[src/rtl/rstsup_pkg.sv]
package rstsup_pkg;

   typedef struct packed {
      logic supply;
      logic manual;
      logic aux;
      logic wdog;
   } rst_src_t;

   function automatic int cnt_width(input longint unsigned limit);
      int w;
      w = 1;
      while ((longint'(1) << w) <= limit) w++;
      return w;
   endfunction

endpackage

[src/rtl/rstsup_sync.sv]
module rstsup_sync #(
   parameter int   WIDTH   = 1,
   parameter logic RST_VAL = 1'b0
) (
   input  logic             clk,
   input  logic             rst_n,
   input  logic [WIDTH-1:0] d_i,
   output logic [WIDTH-1:0] q_o
);

   logic [WIDTH-1:0] stage1;
   logic [WIDTH-1:0] stage2;

   always_ff @(posedge clk or negedge rst_n) begin
      if (!rst_n) begin
         stage1 <= {WIDTH{RST_VAL}};
         stage2 <= {WIDTH{RST_VAL}};
      end else begin
         stage1 <= d_i;
         stage2 <= stage1;
      end
   end

   assign q_o = stage2;

endmodule

[src/rtl/rstsup_deglitch.sv]
module rstsup_deglitch #(
   parameter int   FILT_CYC = 4,
   parameter logic INIT     = 1'b1
) (
   input  logic clk,
   input  logic rst_n,
   input  logic d_i,
   output logic q_o
);

   generate
      if (FILT_CYC == 0) begin : g_bypass
         assign q_o = d_i;
      end else begin : g_filter
         localparam int CW = rstsup_pkg::cnt_width(FILT_CYC);
         localparam logic [CW-1:0] LAST = CW'(FILT_CYC - 1);

         logic [CW-1:0] run_cnt;
         logic          level;

         always_ff @(posedge clk or negedge rst_n) begin
            if (!rst_n) begin
               run_cnt <= '0;
               level   <= INIT;
            end else if (d_i == level) begin
               run_cnt <= '0;
            end else if (run_cnt == LAST) begin
               level   <= d_i;
               run_cnt <= '0;
            end else begin
               run_cnt <= run_cnt + 1'b1;
            end
         end

         assign q_o = level;
      end
   endgenerate

endmodule

[src/rtl/rstsup_wdog.sv]
module rstsup_wdog #(
   parameter int WD_CYC = 100,
   parameter bit EN     = 1'b1
) (
   input  logic clk,
   input  logic rst_n,
   input  logic strobe_i,
   input  logic clear_i,
   output logic expire_o
);

   generate
      if (!EN) begin : g_off
         assign expire_o = 1'b0;
      end else begin : g_on
         localparam int CW = rstsup_pkg::cnt_width(WD_CYC);
         localparam logic [CW-1:0] LAST = CW'(WD_CYC - 1);

         logic          strobe_d;
         logic          toggled;
         logic [CW-1:0] idle_cnt;
         logic          fire;

         assign toggled = strobe_i ^ strobe_d;

         always_ff @(posedge clk or negedge rst_n) begin
            if (!rst_n) begin
               strobe_d <= 1'b0;
               idle_cnt <= '0;
               fire     <= 1'b0;
            end else begin
               strobe_d <= strobe_i;
               if (clear_i || toggled) begin
                  idle_cnt <= '0;
                  fire     <= 1'b0;
               end else if (idle_cnt == LAST) begin
                  idle_cnt <= '0;
                  fire     <= 1'b1;
               end else begin
                  idle_cnt <= idle_cnt + 1'b1;
                  fire     <= 1'b0;
               end
            end
         end

         assign expire_o = fire;
      end
   endgenerate

endmodule

[src/rtl/rstsup_stretch.sv]
module rstsup_stretch #(
   parameter int RST_CYC = 40
) (
   input  logic clk,
   input  logic rst_n,
   input  logic hold_i,
   output logic active_o
);

   localparam int CW = rstsup_pkg::cnt_width(RST_CYC);
   localparam logic [CW-1:0] LAST = CW'(RST_CYC - 1);

   logic [CW-1:0] tail_cnt;
   logic          active;

   always_ff @(posedge clk or negedge rst_n) begin
      if (!rst_n) begin
         tail_cnt <= '0;
         active   <= 1'b1;
      end else if (hold_i) begin
         tail_cnt <= '0;
         active   <= 1'b1;
      end else if (active) begin
         if (tail_cnt == LAST) begin
            tail_cnt <= '0;
            active   <= 1'b0;
         end else begin
            tail_cnt <= tail_cnt + 1'b1;
         end
      end
   end

   assign active_o = active;

endmodule

[src/rtl/rst_supervisor.sv]
module rst_supervisor #(
   parameter int RST_CYC    = 30_000_000,
   parameter int WD_CYC     = 330_000_000,
   parameter int GLITCH_CYC = 20,
   parameter bit WD_EN      = 1'b1
) (
   input  logic clk,
   input  logic rst_n,
   input  logic supply_low_i,
   input  logic man_rst_n_i,
   input  logic aux_rst_n_i,
   input  logic strobe_i,
   output logic sys_rst_o,
   output logic sys_rst_n_o
);

   import rstsup_pkg::*;

   generate
      if (RST_CYC < 1) begin : g_bad_rst
         $error("RST_CYC must be at least 1");
      end
      if (WD_EN && WD_CYC < 2) begin : g_bad_wd
         $error("WD_CYC must be at least 2");
      end
      if (GLITCH_CYC < 0) begin : g_bad_glitch
         $error("GLITCH_CYC must not be negative");
      end
   endgenerate

   logic [2:0] async_raw;
   logic [2:0] async_sync;
   logic       man_filt;
   logic       man_act;
   logic       aux_act;
   logic       wd_expire;
   logic       rst_active;
   logic       hold;
   rst_src_t   src;

   assign async_raw = {strobe_i, aux_rst_n_i, man_rst_n_i};

   rstsup_sync #(.WIDTH(2), .RST_VAL(1'b1)) u_sync_req (
      .clk   (clk),
      .rst_n (rst_n),
      .d_i   (async_raw[1:0]),
      .q_o   (async_sync[1:0])
   );

   rstsup_sync #(.WIDTH(1), .RST_VAL(1'b0)) u_sync_strobe (
      .clk   (clk),
      .rst_n (rst_n),
      .d_i   (async_raw[2]),
      .q_o   (async_sync[2])
   );

   rstsup_deglitch #(.FILT_CYC(GLITCH_CYC), .INIT(1'b1)) u_man_filt (
      .clk   (clk),
      .rst_n (rst_n),
      .d_i   (async_sync[0]),
      .q_o   (man_filt)
   );

   assign man_act = ~man_filt;
   assign aux_act = ~async_sync[1];

   rstsup_wdog #(.WD_CYC(WD_CYC), .EN(WD_EN)) u_wdog (
      .clk      (clk),
      .rst_n    (rst_n),
      .strobe_i (async_sync[2]),
      .clear_i  (rst_active),
      .expire_o (wd_expire)
   );

   assign src.supply = supply_low_i;
   assign src.manual = man_act;
   assign src.aux    = aux_act;
   assign src.wdog   = wd_expire;
   assign hold       = |src;

   rstsup_stretch #(.RST_CYC(RST_CYC)) u_stretch (
      .clk      (clk),
      .rst_n    (rst_n),
      .hold_i   (hold),
      .active_o (rst_active)
   );

   assign sys_rst_o   = rst_active;
   assign sys_rst_n_o = ~rst_active;

endmodule

[config.mk]
export PLATFORM = sky130hd
export DESIGN_NAME = rst_supervisor
export DESIGN_NICKNAME = d
export VERILOG_FILES = /design/src/rtl/rstsup_pkg.sv /design/src/rtl/rstsup_sync.sv /design/src/rtl/rstsup_deglitch.sv /design/src/rtl/rstsup_wdog.sv /design/src/rtl/rstsup_stretch.sv /design/src/rtl/rst_supervisor.sv
export SDC_FILE = /design/constraint.sdc
export NUM_CORES = 1
export LEC_CHECK = 0
export ABC_AREA = 1
export BUFFER_PORTS_ARGS = -buffer_cell sky130_fd_sc_hd__buf_4
export CAP_MARGIN = 15
export CORE_MARGIN = 2
export CORE_UTILIZATION = 57
export CTS_BUF_LIST = sky130_fd_sc_hd__clkbuf_16
export CTS_CLUSTER_SIZE = 30
export DETAILED_ROUTE_END_ITERATION = 8
export HOLD_SLACK_MARGIN = 0.12
export PLACE_DENSITY_LB_ADDON = 0.08
export SYNTH_ARGS = -nofsm -noshare
export SYNTH_HDL_FRONTEND = slang
export SYNTH_SLANG_ARGS = --single-unit
[constraint.sdc]
create_clock -name clk -period 1.4 [get_ports clk]
set_input_delay 0.28 -clock clk [delete_from_list [all_inputs] [get_ports clk]]
set_output_delay 0.28 -clock clk [all_outputs]
set_load 0.005 [all_outputs]
Yosys cells after proc, flatten, opt, wreduce, memory -nomap -nowiden --
Cells that the tools add are included.
Storage, ports and cells: input bits 6, register bits after elaboration 69
Cells by class: eq/ne operators 4, bitwise gates (word level) 5, $add $sub $neg 3, reduce and logical (&&, ||, !) cells 4, multiplexer cells 12
Operators by type and width (count):
- 2-to-1 mux 25 bit | 3
- 2-to-1 mux 29 bit | 2
- adder 29 x 1 -> 29 bit, second input constant | 1
- == test 29 bit, second input constant | 1
- adder 25 x 1 -> 25 bit, second input constant | 1
- == test 25 bit, second input constant | 1
- 2-to-1 mux 5 bit | 2
- adder 5 x 1 -> 5 bit, second input constant | 1
- == test 5 bit, second input constant | 1
- 2-to-1 mux 1 bit | 5
- NOT 1 bit | 4
- OR reduction 4 bit | 1
- AND reduction 2 bit | 1
- nonzero test 2 bit | 1
- == test 1 bit | 1
- logical OR 1 bit | 1
- XOR 1 bit | 1

Longest topological paths before layout --
Gate-level depths: netlist of run 1.
depth after elaboration 4, gate-level depth with buffers 10, depth with buffers taken out 10

Hierarchy --
Synthesis of run 1 repeated with hierarchy kept, for this count alone.
Second synthesis, totals: cells, all modules 565, area, all modules 4106.4 sq um
By module, submodules not included:
- rstsup_wdog | sequential area each 775.7 sq um, cells each 261, area an instance 1853.0 sq um, times used 1
- rstsup_stretch | sequential area each 651.9 sq um, cells each 257, area an instance 1784.2 sq um, times used 1
- rstsup_deglitch | sequential area each 151.4 sq um, cells each 36, area an instance 295.3 sq um, times used 1
- rstsup_sync (u_sync_req) | sequential area each 105.1 sq um, cells each 4, area an instance 105.1 sq um, times used 1
- rstsup_sync (u_sync_strobe) | sequential area each 50.0 sq um, cells each 2, area an instance 50.0 sq um, times used 1
- rst_supervisor | sequential area each 0.0 sq um, cells each 5, area an instance 18.8 sq um, times used 1

Worst setup path before layout of run 1 --
Ideal clock, no wire load.
path type register to register, start point reg u_wdog.g_on.idle_cnt[0], end point reg u_wdog.g_on.idle_cnt[21], arrival 1.405 ns, clock period less this slack 1.537 ns, cell stages (with the launch flop) 10, setup slack -0.137 ns, buffers on the path 1, path through dfrtp_1 > ha_1 > nand3_1 > inv_1 > nand4_1 > nor2_1 > nand2_1 > buf_2 > nand3_1 > nor2_1
On the way: cells in the longest elaborated chain, start to end 3
RTL lines:
- from (decl) | RTL line rstsup_wdog.sv:21 | logic [CW-1:0] idle_cnt;
- from (signal assigned) | RTL line rstsup_wdog.sv:40 | idle_cnt <= idle_cnt + 1'b1;
- adder 29 x 1 -> 29 bit or == test 29 bit (tied branches) | RTL line rstsup_wdog.sv:40, rstsup_wdog.sv:36
- 2-to-1 mux 29 bit (*) | RTL line rstsup_wdog.sv:36 | end else if (idle_cnt == LAST) begin
- 2-to-1 mux 29 bit (*) | RTL line rstsup_wdog.sv:33 | if (clear_i || toggled) begin
Every way passes the cells marked *; elsewhere a longest branch is shown, timed or not. A chain may end at the register's enable or synchronous reset.

Final worst setup path of run 1 --
start point reg u_stretch.tail_cnt[0], end point reg u_stretch.tail_cnt[0]
On the way: cells in the longest elaborated chain, start to end 4
RTL lines:
- from (decl) | RTL line rstsup_stretch.sv:13 | logic [CW-1:0] tail_cnt;
- from (signal assigned) | RTL line rstsup_stretch.sv:28 | tail_cnt <= tail_cnt + 1'b1;
- adder 25 x 1 -> 25 bit or == test 25 bit (tied branches) | RTL line rstsup_stretch.sv:28, rstsup_stretch.sv:24
- 2-to-1 mux 25 bit (*) | RTL line rstsup_stretch.sv:24 | if (tail_cnt == LAST) begin
- 2-to-1 mux 25 bit (*) | RTL line rstsup_stretch.sv:23 | end else if (active) begin
- 2-to-1 mux 25 bit (*) | RTL line rstsup_stretch.sv:20 | end else if (hold_i) begin
Every way passes the cells marked *; elsewhere a longest branch is shown, timed or not. The select of a mux whose other input is x is not followed.

==> flow_metrics.py, run 1 <==
metrics = {
    "status": {
        "status": "complete, but fails checks",
        "violations": "negative setup slack",
    },
    "layout": {
        "drive_above_1_share": 0.395,
        "fillers": 393,
        "multi_input_area_mm2": 0.00240,
        "fin_nets": 647,
        "regArea_mm2": 0.00175,
        "diodes": 0,
        "syn2layout_area_growth_pct": 43.1,
        "stdcell_area_mm2": 0.00568,
        "postLayoutCoreUtil": 0.841,
    },
    "die": {
        "die_w_um": 87.4,
        "initial_core_util": 0.587,
        "fp.dieH_um": 87.4,
        "core_mm2": 0.00676,
        "io_pins": 8,
        "fp-row-count": 30,
        "die_area_mm2": 0.00765,
    },
    "pwr": {
        "power_density_mw_per_mm2": 815,
        "vdd_drop_max_mv": 0.601,
        "power.leakage_nw": 2.46,
    },
    "routing": {
        "vias": 4162,
        "drc": 0,
        "ant_nets": 0,
        "drt_wl_total_um": 12600,
        "drt_pass1_iterations": 6,
        "vias_per_cell": 5.76,
        "drt_iter0_drc": 328,
        "routedWlPerCell_um": 17.4,
    },
    "place": {
        "place_congestion": 0.955,
        "hpwl_um": 7800,
        "port_buffers": 7,
        "placed_area_mm2": 0.00477,
        "dp_slack_ns": -0.149,
    },
    "synth": {
        "synth_area_mm2": 0.00397,
        "async_flop_share": 1.00,
        "synth_ff_type": "dfrtp_1",
        "synthCells": 532,
        "synth_warnings": 0,
        "synth_edf_count": 0,
        "yosysUniqueCellTypes": 33,
        "syn_avg_cell_area_um2": 7.46,
        "ys_seq_area_frac": 0.437,
        "synth-seq-cells": 69,
        "syn_nets": 541,
    },
    "grt": {
        "grt_overflow": 0,
        "grt_pass1_wl_um": 18400,
        "grt_antenna_before_repair": 0,
        "grt_start_max_net_pins": 31,
        "grt.total_usage": 0.315,
        "grt_pass1_vias": 3982,
    },
    "job": {
        "maxCapViolations": 0,
    },
    "timing": {
        "finalWorstSetupSlack_ns": -0.259,
        "drv_slew": 0,
        "worstMarginPinSlew_ns": 0.380,
        "layout_min_cycle_time_ns": 1.66,
        "fin_crit_sh": 1.19,
        "whs_ns": 0.356,
        "hold_viol": 0,
        "skew_ns": 0.00562,
        "rsz0062_at_grt": "yes",
        "timing.fmax_ghz": 0.603,
        "slew_headroom": 0.747,
        "setup_viol_count_final": 40,
    },
    "cts": {
        "cts_buffer_depth": 2,
        "cts_made_buffers": 9,
        "cts_tree": "yes",
        "cts_num_sinks": 69,
        "insertion_delay_ns": 0.34,
        "ctsRootBufferMaster": "clkbuf_16",
        "htreeDepth": 3,
        "cts.clk_slew.worst_paths_ns": 0.06,
    },
    "worst_setup_path": {
        "slowest_delay_ns": 0.36,
        "worstPathArrival_ns": 1.89,
        "cp_top_family": "simple AND/OR/NAND/NOR gates",
        "start_kind": "register",
        "crit_path_top_delay_cell": "dfrtp_1",
        "worstPathBufferInverterCount": 1,
        "cp.required_ns": 1.63,
        "worstPathCellList": "ha_2, nand2_2, nor2_4, nand2_2, nor2_2, nand3_2, nand3_4, clkbuf_16, o21ai_2",
        "crit_type": "register to register",
        "worstPathMaxFanout": 5,
        "cp-end-kind": "register",
        "path_common_cell": "nand2_2",
    },
    "worst_hold_path": {
        "min_path_type": "register to register",
    },
}
==> layout make-up <==
cell class / instances / share of cell area
Multi-Input combinational cell: 401 / 0.423
Sequential cell: 69 / 0.307
Timing Repair Buffer: 101 / 0.158
Clock buffer: 9 / 0.0396
Inverter: 56 / 0.0370
Tap cell: 80 / 0.0176
Clock inverter: 7 / 0.0174
==> state kept, by name, indices dropped and copies added, names as in the netlist <==
signal / cells
u_sync_req.q_o: 2
u_sync_strobe.q_o: 1
u_man_filt.g_filter.run_cnt: 5
u_sync_strobe.stage1: 1
u_wdog.g_on.strobe_d: 1
u_wdog.expire_o: 1
u_stretch.active_o: 1
u_wdog.g_on.idle_cnt: 29
u_sync_req.stage1: 2
u_man_filt.q_o: 1
u_stretch.tail_cnt: 25
==> synth_stat cells (all sizes together), types with 2 or more instances <==
| cell type | n | area share |
|---|---|---|
| nand3 | 47 | 0.062 |
| o22ai | 5 | 0.0079 |
| nand4 | 19 | 0.030 |
| and3 | 2 | 0.0032 |
| nor2 | 108 | 0.11 |
| dfstp | 6 | 0.040 |
| a21oi | 3 | 0.0038 |
| a21o | 4 | 0.0076 |
| nand2 | 149 | 0.14 |
| inv | 56 | 0.053 |
| clkbuf | 2 | 0.0019 |
| nor3 | 11 | 0.015 |
| dfrtp | 63 | 0.40 |
| buf | 4 | 0.0088 |
| o21ai | 18 | 0.032 |
| xor2 | 17 | 0.038 |
| ha | 3 | 0.0095 |
| xnor2 | 9 | 0.020 |
| or2 | 2 | 0.0032 |
==> path summary, 6_finish.rpt <==
kind | to | slack (ns) | depth (start not counted) | start
max in group asynchronous | u_sync_req.q_o[0] | 0.44 | 3 | rst_n
worst max register to register | u_stretch.tail_cnt[0] | -0.26 | 9 | u_stretch.tail_cnt[0]
min in group asynchronous | u_wdog.g_on.idle_cnt[3] | 0.41 | 2 | rst_n
worst min register to register | u_sync_req.q_o[0] | 0.36 | 0 | u_sync_req.stage1[0]
worst max-delay path | u_stretch.tail_cnt[0] | -0.26 | 9 | u_stretch.tail_cnt[0]
worst min-delay path | u_sync_req.q_o[0] | 0.36 | 0 | u_sync_req.stage1[0]
==> worst reg2reg max path: stages (launching register included) <==
cell	delay [ns]
dfrtp_1	0.36
ha_2	0.20
nand2_2	0.07
nor2_4	0.16
nand2_2	0.09
nor2_2	0.13
nand3_2	0.14
nand3_4	0.17
clkbuf_16	0.18
o21ai_2	0.06
==> through the flow <==
stage | TNS (ns) | power (mW) | instances
after floorplan | -0.917 | 2.08 | 532
after global placement | -1.28 | 2.14 | 691
after detailed placement | -2.82 | 2.15 | 691
after CTS | -1.84 | 4.61 | 716
after global routing | -10.83 | 4.75 | 723
final | -6.63 | 4.63 | 723
==> placed cells by master (no fill, tap or decap), types with 3 or more instances in the layout <==
| cell | netlist | routed |
|---|---|---|
| nand2_1 | 144 | 121 |
| buf_4 | 1 | 81 |
| nor2_1 | 98 | 69 |
| dfrtp_1 | 63 | 53 |
| inv_1 | 52 | 46 |
| nand3_1 | 45 | 30 |
| nor2_2 | 5 | 23 |
| nand2_2 | 5 | 21 |
| nand4_1 | 19 | 19 |
| xor2_1 | 17 | 17 |
| nor2_4 | 5 | 16 |
| nand3_2 | 2 | 14 |
| o21ai_2 | 10 | 13 |
| inv_2 | 4 | 10 |
| clkbuf_16 | 0 | 10 |
| dfrtp_2 | 0 | 10 |
| xnor2_1 | 9 | 9 |
| buf_6 | 2 | 8 |
| nand2_4 | 0 | 7 |
| nor3_2 | 1 | 6 |
| buf_12 | 0 | 6 |
| dfstp_2 | 6 | 6 |
| a21o_1 | 4 | 4 |
| o21ai_1 | 5 | 4 |
| dlygate4sd3_1 | 0 | 4 |
| nand3_4 | 0 | 3 |
| nor3_4 | 0 | 3 |
| o22ai_1 | 5 | 3 |
==> what timing repair did <==
item	CTS	global route
pin swaps	11	43
resized for setup	33	96
endpoints found under the setup margin	48	56
buffers inserted	5	6
hold buffers	4	0
hold endpoints to repair	25	0
gates cloned	0	1
==> where the power goes <==
group / internal [mW] / switching, mW
logic: 0.0353 / 0.0583
clock network: 1.57 / 0.940
registers: 2.02 / 0.0101
==> metal layers <==
metal / vias to the layer above / track usage / routed length, um
met2: 194 / 0.567 / 6550
met1: 1989 / 0.345 / 4650
met4: 0 / 0.157 / 677
met5: - / 0 / 0
met3: 66 / 0.0711 / 683
li1: 1913 / - / -
==> kinds of logic (layout without fill, tap and decap cells) <==
group	after synthesis	after routing	share of synthesized area
and+or+nand+nor	338	338	0.372
xor gates and xnor gates	26	26	0.0574
buffers and inverters	62	173	0.0637
AOI/OAI and AO/OA	33	33	0.0577
adders and majority gates	3	3	0.00946
DFF	69	69	0.437
muxes	1	1	0.00284
Note: power is estimated with default switching activity, not from simulation.
==> run 2: changes to the inputs <==
CORE_UTILIZATION = 45   (was 57)
CTS_CLUSTER_SIZE = 12   (was 30)
clock period = 1.8 ns   (was 1.4 ns; I/O delays follow)
==> run 2 against run 1 <==
Effect of this change:
- the run now ends clean
- die area grew 25%
- fmax rose by 1.6%
- combinational power down 31%
- worst setup slack improved by 0.43 ns
- count of clock-buffer cells in the layout is the same
- clock power down 35%
- worst hold slack got worse by 0.0082 ns
- critical path type unchanged
- largest cell class unchanged
- largest power group unchanged
- highest routed layer unchanged
==> flow_metrics.py, run 2 (synthesized netlist as in run 1, its figures left out) <==
metrics = {
    "status": {
        "status": "completed",
    },
    "die": {
        "fp-row-count": 34,
        "io_pins": 8,
        "die_area_mm2": 0.00959,
        "core_mm2": 0.00864,
        "initial_core_util": 0.460,
        "die_w_um": 97.9,
        "fp.dieH_um": 97.9,
    },
    "cts": {
        "cts_buffer_depth": 2,
        "cts_made_buffers": 9,
        "htreeDepth": 3,
        "cts.clk_slew.worst_paths_ns": 0.06,
        "ctsRootBufferMaster": "clkbuf_16",
        "insertion_delay_ns": 0.33,
        "cts_num_sinks": 69,
        "postCtsSetupRepairBufs": 0,
        "cts_tree": "yes",
    },
    "place": {
        "port_buffers": 7,
        "hpwl_um": 6850,
        "place_congestion": 0.960,
    },
    "worst_hold_path": {
        "min_path_type": "register to register",
        "whs_path_depth": 0,
        "min_to": "u_sync_strobe.q_o",
        "hp-start": "u_sync_strobe.stage1",
    },
    "worst_setup_path": {
        "cp-end-kind": "register",
        "r2r-end": "u_stretch.tail_cnt[11]",
        "crit_type": "register to register",
        "cp.required_ns": 2.02,
        "worstPathArrival_ns": 1.85,
        "reg2reg_slack_ns": 0.17,
        "worst_r2r_path_depth": 9,
        "timing.rr.start": "u_stretch.tail_cnt[0]",
        "start_kind": "register",
        "worstPathMaxFanout": 7,
    },
    "timing": {
        "hold_viol": 0,
        "tns_ns": 0,
        "worstMarginPinSlew_ns": 0.405,
        "fin_crit_sh": 0.907,
        "drv_slew": 0,
        "skew_ns": 0.00516,
        "setup_viol_count_final": 0,
        "layout_min_cycle_time_ns": 1.63,
        "rsz0062_at_grt": "no",
        "timing.fmax_ghz": 0.612,
        "slew_headroom": 0.729,
    },
    "routing": {
        "routedLengthMet1_um": 4000,
        "drt_wl_total_um": 9460,
        "drt_pass1_iterations": 5,
        "top_layer": "met4",
        "routedWlPerCell_um": 14.1,
        "drt_iter0_drc": 167,
        "wl_met2_um": 4690,
        "ant_nets": 0,
        "vias": 3471,
        "drc": 0,
        "dr_wl_met3_um": 390,
        "vias_per_cell": 5.18,
    },
    "pwr": {
        "power.leakage_nw": 1.83,
        "vdd_drop_max_mv": 0.423,
        "power_mw": 3.28,
        "power_density_mw_per_mm2": 725,
    },
    "layout": {
        "drive_above_1_share": 0.132,
        "final_cell_mix": "143 x nand2_1, 98 x nor2_1, 63 x dfrtp_1",
        "syn2layout_area_growth_pct": 14.0,
        "top_register": "u_wdog.g_on.idle_cnt",
        "fillers": 868,
        "largest_register_ffs": 29,
        "fin_nets": 566,
        "layout_commonest_cell": "nand2_1",
        "largestRegisters": "u_wdog.g_on.idle_cnt: 29 flops, u_stretch.tail_cnt: 25 flops, u_man_filt.g_filter.run_cnt: 5 flops",
        "diodes": 0,
    },
    "grt": {
        "grt_pass1_wl_um": 16300,
        "grt_antenna_before_repair": 0,
        "grt.total_usage": 0.215,
        "grt_overflow": 0,
        "grt_start_max_net_pins": 70,
        "grt_pass1_vias": 3438,
    },
    "job": {
        "maxCapViolations": 0,
    },
}
==> run 2: worst max path at each step <==
stage	start	end	slack [ns]	cells past startpoint
6_report	u_stretch.tail_cnt[0]	u_stretch.tail_cnt[11]	0.17	9
5_1_grt	u_wdog.g_on.idle_cnt[2]	u_wdog.g_on.idle_cnt[7]	0.005	8
4_1_cts	u_wdog.g_on.idle_cnt[24]	u_wdog.g_on.idle_cnt[21]	0.06	7
3_5_place_dp	u_wdog.g_on.idle_cnt[18]	u_wdog.g_on.idle_cnt[21]	0.09	6
3_3_place_gp	u_wdog.g_on.idle_cnt[24]	u_wdog.g_on.idle_cnt[28]	0.05	7
2_1_floorplan	u_wdog.g_on.idle_cnt[0]	u_wdog.g_on.idle_cnt[21]	0.26	9
==> run 2: timing repair <==
item                                    CTS  global route
endpoints found under the setup margin    0            11
hold buffers                              2             2
hold endpoints to repair                 64             2
gates resized for setup                   0             1
==> run 2: worst max-delay path: stages, from the launching register on <==
cell and delay (ns):
dfrtp_1 0.40, ha_1 0.20, nand2_1 0.09, nor2_4 0.16, nand2_2 0.10, nor2_1 0.10
nand3_1 0.10, nand3_2 0.11, buf_4 0.18, o21ai_1 0.07
==> run 2: area by class of cell <==
class	count	area, um^2	area share
clock inverter	7	50.0	0.0111
clock buffer	9	225	0.0498
timing repair buffer	20	185	0.0409
multi-input combinational	401	1980	0.439
inverter	56	210	0.0465
sequential	69	1730	0.383
tap	108	135	0.0299
==> run 2: per-layer routing <==
metal  track usage  vias up
met5             0        -
met4        0.0951        0
met3        0.0415       25
met2         0.387       81
met1         0.246     1613
li1              -     1752
==> run 2: power breakdown <==
part	switching (mW)	internal [mW]	leakage [nW]
Sequential	0.00730	1.57	0.934
Clock	0.706	0.934	0.129
Combinational	0.0401	0.0245	0.766
Total	0.753	2.53	1.83
==> run 2: stage by stage <==
stage	worst slack (ns)	std cells	instance area, um^2	hold slack (ns)	utilization
3_5_place_dp	0.0855	650	4210	0.336	0.487
5_1_grt	0.00544	670	4520	0.356	0.524
6_report	0.167	670	4520	0.348	0.524
4_1_cts	0.0609	668	4500	0.121	0.521
3_3_place_gp	0.0539	650	4210	0.337	0.487
2_1_floorplan	0.263	532	3970	0.0644	-
==> run 3: changes to the inputs <==
PLACE_DENSITY = 0.69   (was default)
PLACE_DENSITY_LB_ADDON = default   (was 0.08)
==> run 3 against run 2 <==
Effect of this change:
- cell count is 0.30% lower
- wire length is 2.2% higher
- critical path depth stayed put
- sequential power hardly changed
- utilization is 0.42 points higher
- combinational power is 4.0% lower
- sequential share of layout area is 0.30 points lower
- total power is 10% higher
- critical endpoint is now u_stretch.tail_cnt[10]
- worst setup slack worse by 0.034 ns
- clock power is 21% higher
- design area is 0.80% higher
- critical path type unchanged
- register-to-register slack worse by 0.03 ns
- highest routed layer unchanged
==> flow_metrics.py, run 3 (synthesized netlist as in run 1, its figures left out) <==
metrics = {
    "timing": {
        "hold_viol": 0,
        "finalWorstSetupSlack_ns": 0.132,
        "timing.fmax_ghz": 0.600,
        "worstMarginPinSlew_ns": 0.460,
        "fin_crit_sh": 0.926,
        "setup_viol_count_final": 0,
        "rsz0062_at_grt": "no",
        "layout_min_cycle_time_ns": 1.67,
        "tns_ns": 0,
        "skew_ns": 0.00986,
        "drv_slew": 0,
        "slew_headroom": 0.693,
    },
    "worst_setup_path": {
        "crit_type": "register to register",
        "worstPathCellList": "ha_1, nand2_1, nor2_4, nand2_2, nor2_1, nand3_1, nand3_2, buf_4, o22ai_1",
        "slowest_delay_ns": 0.38,
        "cp.required_ns": 2.02,
        "cp-end-kind": "register",
        "worstPathBufferInverterCount": 1,
        "start_kind": "register",
        "crit_path_top_delay_cell": "dfrtp_1",
        "worstPathArrival_ns": 1.88,
        "cp_top_family": "simple AND/OR/NAND/NOR gates",
        "cp-startpoint": "u_stretch.tail_cnt[1]",
        "worstPathMaxFanout": 9,
        "timing.rr.start": "u_stretch.tail_cnt[1]",
    },
    "die": {
        "core_mm2": 0.00864,
        "initial_core_util": 0.460,
        "fp.dieH_um": 97.9,
        "die_area_mm2": 0.00959,
        "die_w_um": 97.9,
        "fp-row-count": 34,
        "io_pins": 8,
    },
    "layout": {
        "layout_commonest_cell": "nand2_1",
        "top_register": "u_wdog.g_on.idle_cnt",
        "final_cell_mix": "143 x nand2_1, 97 x nor2_1, 63 x dfrtp_1",
        "largestRegisters": "u_wdog.g_on.idle_cnt: 29 flops, u_stretch.tail_cnt: 25 flops, u_man_filt.g_filter.run_cnt: 5 flops",
        "stdcell_area_mm2": 0.00456,
        "drive_above_1_share": 0.138,
        "diodes": 0,
        "syn2layout_area_growth_pct": 14.9,
        "largest_register_ffs": 29,
        "fin_nets": 564,
        "finalNonFillerCells": 668,
    },
    "routing": {
        "routedWlPerCell_um": 14.5,
        "drt_wl_total_um": 9670,
        "vias": 3590,
        "ant_nets": 0,
        "dr_wl_met3_um": 451,
        "routedLengthMet1_um": 4200,
        "drt_iter0_drc": 164,
        "vias_per_cell": 5.37,
        "drc": 0,
        "top_layer": "met4",
        "wl_met2_um": 4830,
        "drt_pass1_iterations": 5,
    },
    "pwr": {
        "vdd_drop_max_mv": 0.543,
        "power.leakage_nw": 1.85,
        "power_density_mw_per_mm2": 794,
    },
    "cts": {
        "cts_num_sinks": 69,
        "insertion_delay_ns": 0.34,
        "cts.clk_slew.worst_paths_ns": 0.07,
        "cts_made_buffers": 9,
        "ctsRootBufferMaster": "clkbuf_16",
        "htreeDepth": 3,
        "cts_buffer_depth": 2,
        "cts_tree": "yes",
    },
    "grt": {
        "grt_pass1_vias": 3600,
        "grt_antenna_before_repair": 0,
        "grt_pass1_wl_um": 16800,
        "grt_start_max_net_pins": 36,
        "grt_overflow": 0,
        "grt.total_usage": 0.216,
    },
    "job": {
        "maxCapViolations": 0,
    },
    "status": {
        "status": "completed",
    },
    "worst_hold_path": {
        "hp-start": "man_rst_n_i",
        "min_path_type": "input port to register",
    },
    "place": {
        "port_buffers": 7,
        "dp_slack_ns": 0.0879,
        "placed_area_mm2": 0.00421,
        "hpwl_um": 6970,
        "place_congestion": 0.926,
        "place_inst": 650,
    },
}
## run 3: changes by cell type in the layout (fill, tap and decap cells not counted), sizes merged
cell / before / now
clkinv: 4 / 2
inv: 57 / 59
clkinvlp: 2 / 0
dlygate4sd3: 4 / 1
bufinv: 0 / 2
buf: 16 / 17
## run 3: final timing paths
| path | slack, ns | to | cells after the start |
|---|---|---|---|
| max in group asynchronous | 0.73 | u_wdog.g_on.idle_cnt[10] | 3 |
| worst min register to register | 0.35 | u_sync_req.q_o[0] | 0 |
| worst min-delay path | 0.13 | u_sync_req.stage1[0] | 1 |
| worst max register to register | 0.13 | u_stretch.tail_cnt[10] | 9 |
| worst max-delay path | 0.13 | u_stretch.tail_cnt[10] | 9 |
| min in group asynchronous | 0.51 | u_stretch.tail_cnt[13] | 2 |
## run 3: worst register-to-register path, cell delays in order, from the launching register on
cell,delay [ns]
dfrtp_1,0.38
ha_1,0.21
nand2_1,0.10
nor2_4,0.17
nand2_2,0.10
nor2_1,0.09
nand3_1,0.10
nand3_2,0.11
buf_4,0.19
o22ai_1,0.09
## run 3: report_power, final
group | switching (mW) | internal, mW
Combinational | 0.0416 | 0.0205
Clock | 0.745 | 1.24
Sequential | 0.00803 | 1.57
## run 3: metrics by stage
stage	power, mW	utilization	hold WS [ns]
finish	3.62	0.528	0.129
CTS	3.65	0.527	0.126
detailed placement	1.67	0.487	0.343
floorplan	1.62	-	0.0644
global route	3.73	0.528	0.121
global placement	1.66	0.487	0.335
## run 3: layer usage
layer | vias up | track usage
met5 | - | 0
met4 | 0 | 0.0897
met3 | 20 | 0.0530
met2 | 107 | 0.368
met1 | 1710 | 0.262
li1 | 1753 | -
## run 3: repair_timing
action                                 4_1_cts  5_1_grt
hold buffers                                 1        0
resized for setup                            0        2
endpoints found under the hold margin       28        0
setup buffers                                0        1
setup endpoints to repair                    0       13
## run 3: cell type report
| type | count | area, um^2 |
|---|---|---|
| multi-input combinational | 401 | 1990 |
| fill | 813 | 4080 |
| inverter | 56 | 210 |
| sequential | 69 | 1730 |
| timing repair buffer | 18 | 163 |
| tap | 108 | 135 |
| clock buffer | 9 | 225 |
| clock inverter | 7 | 106 |
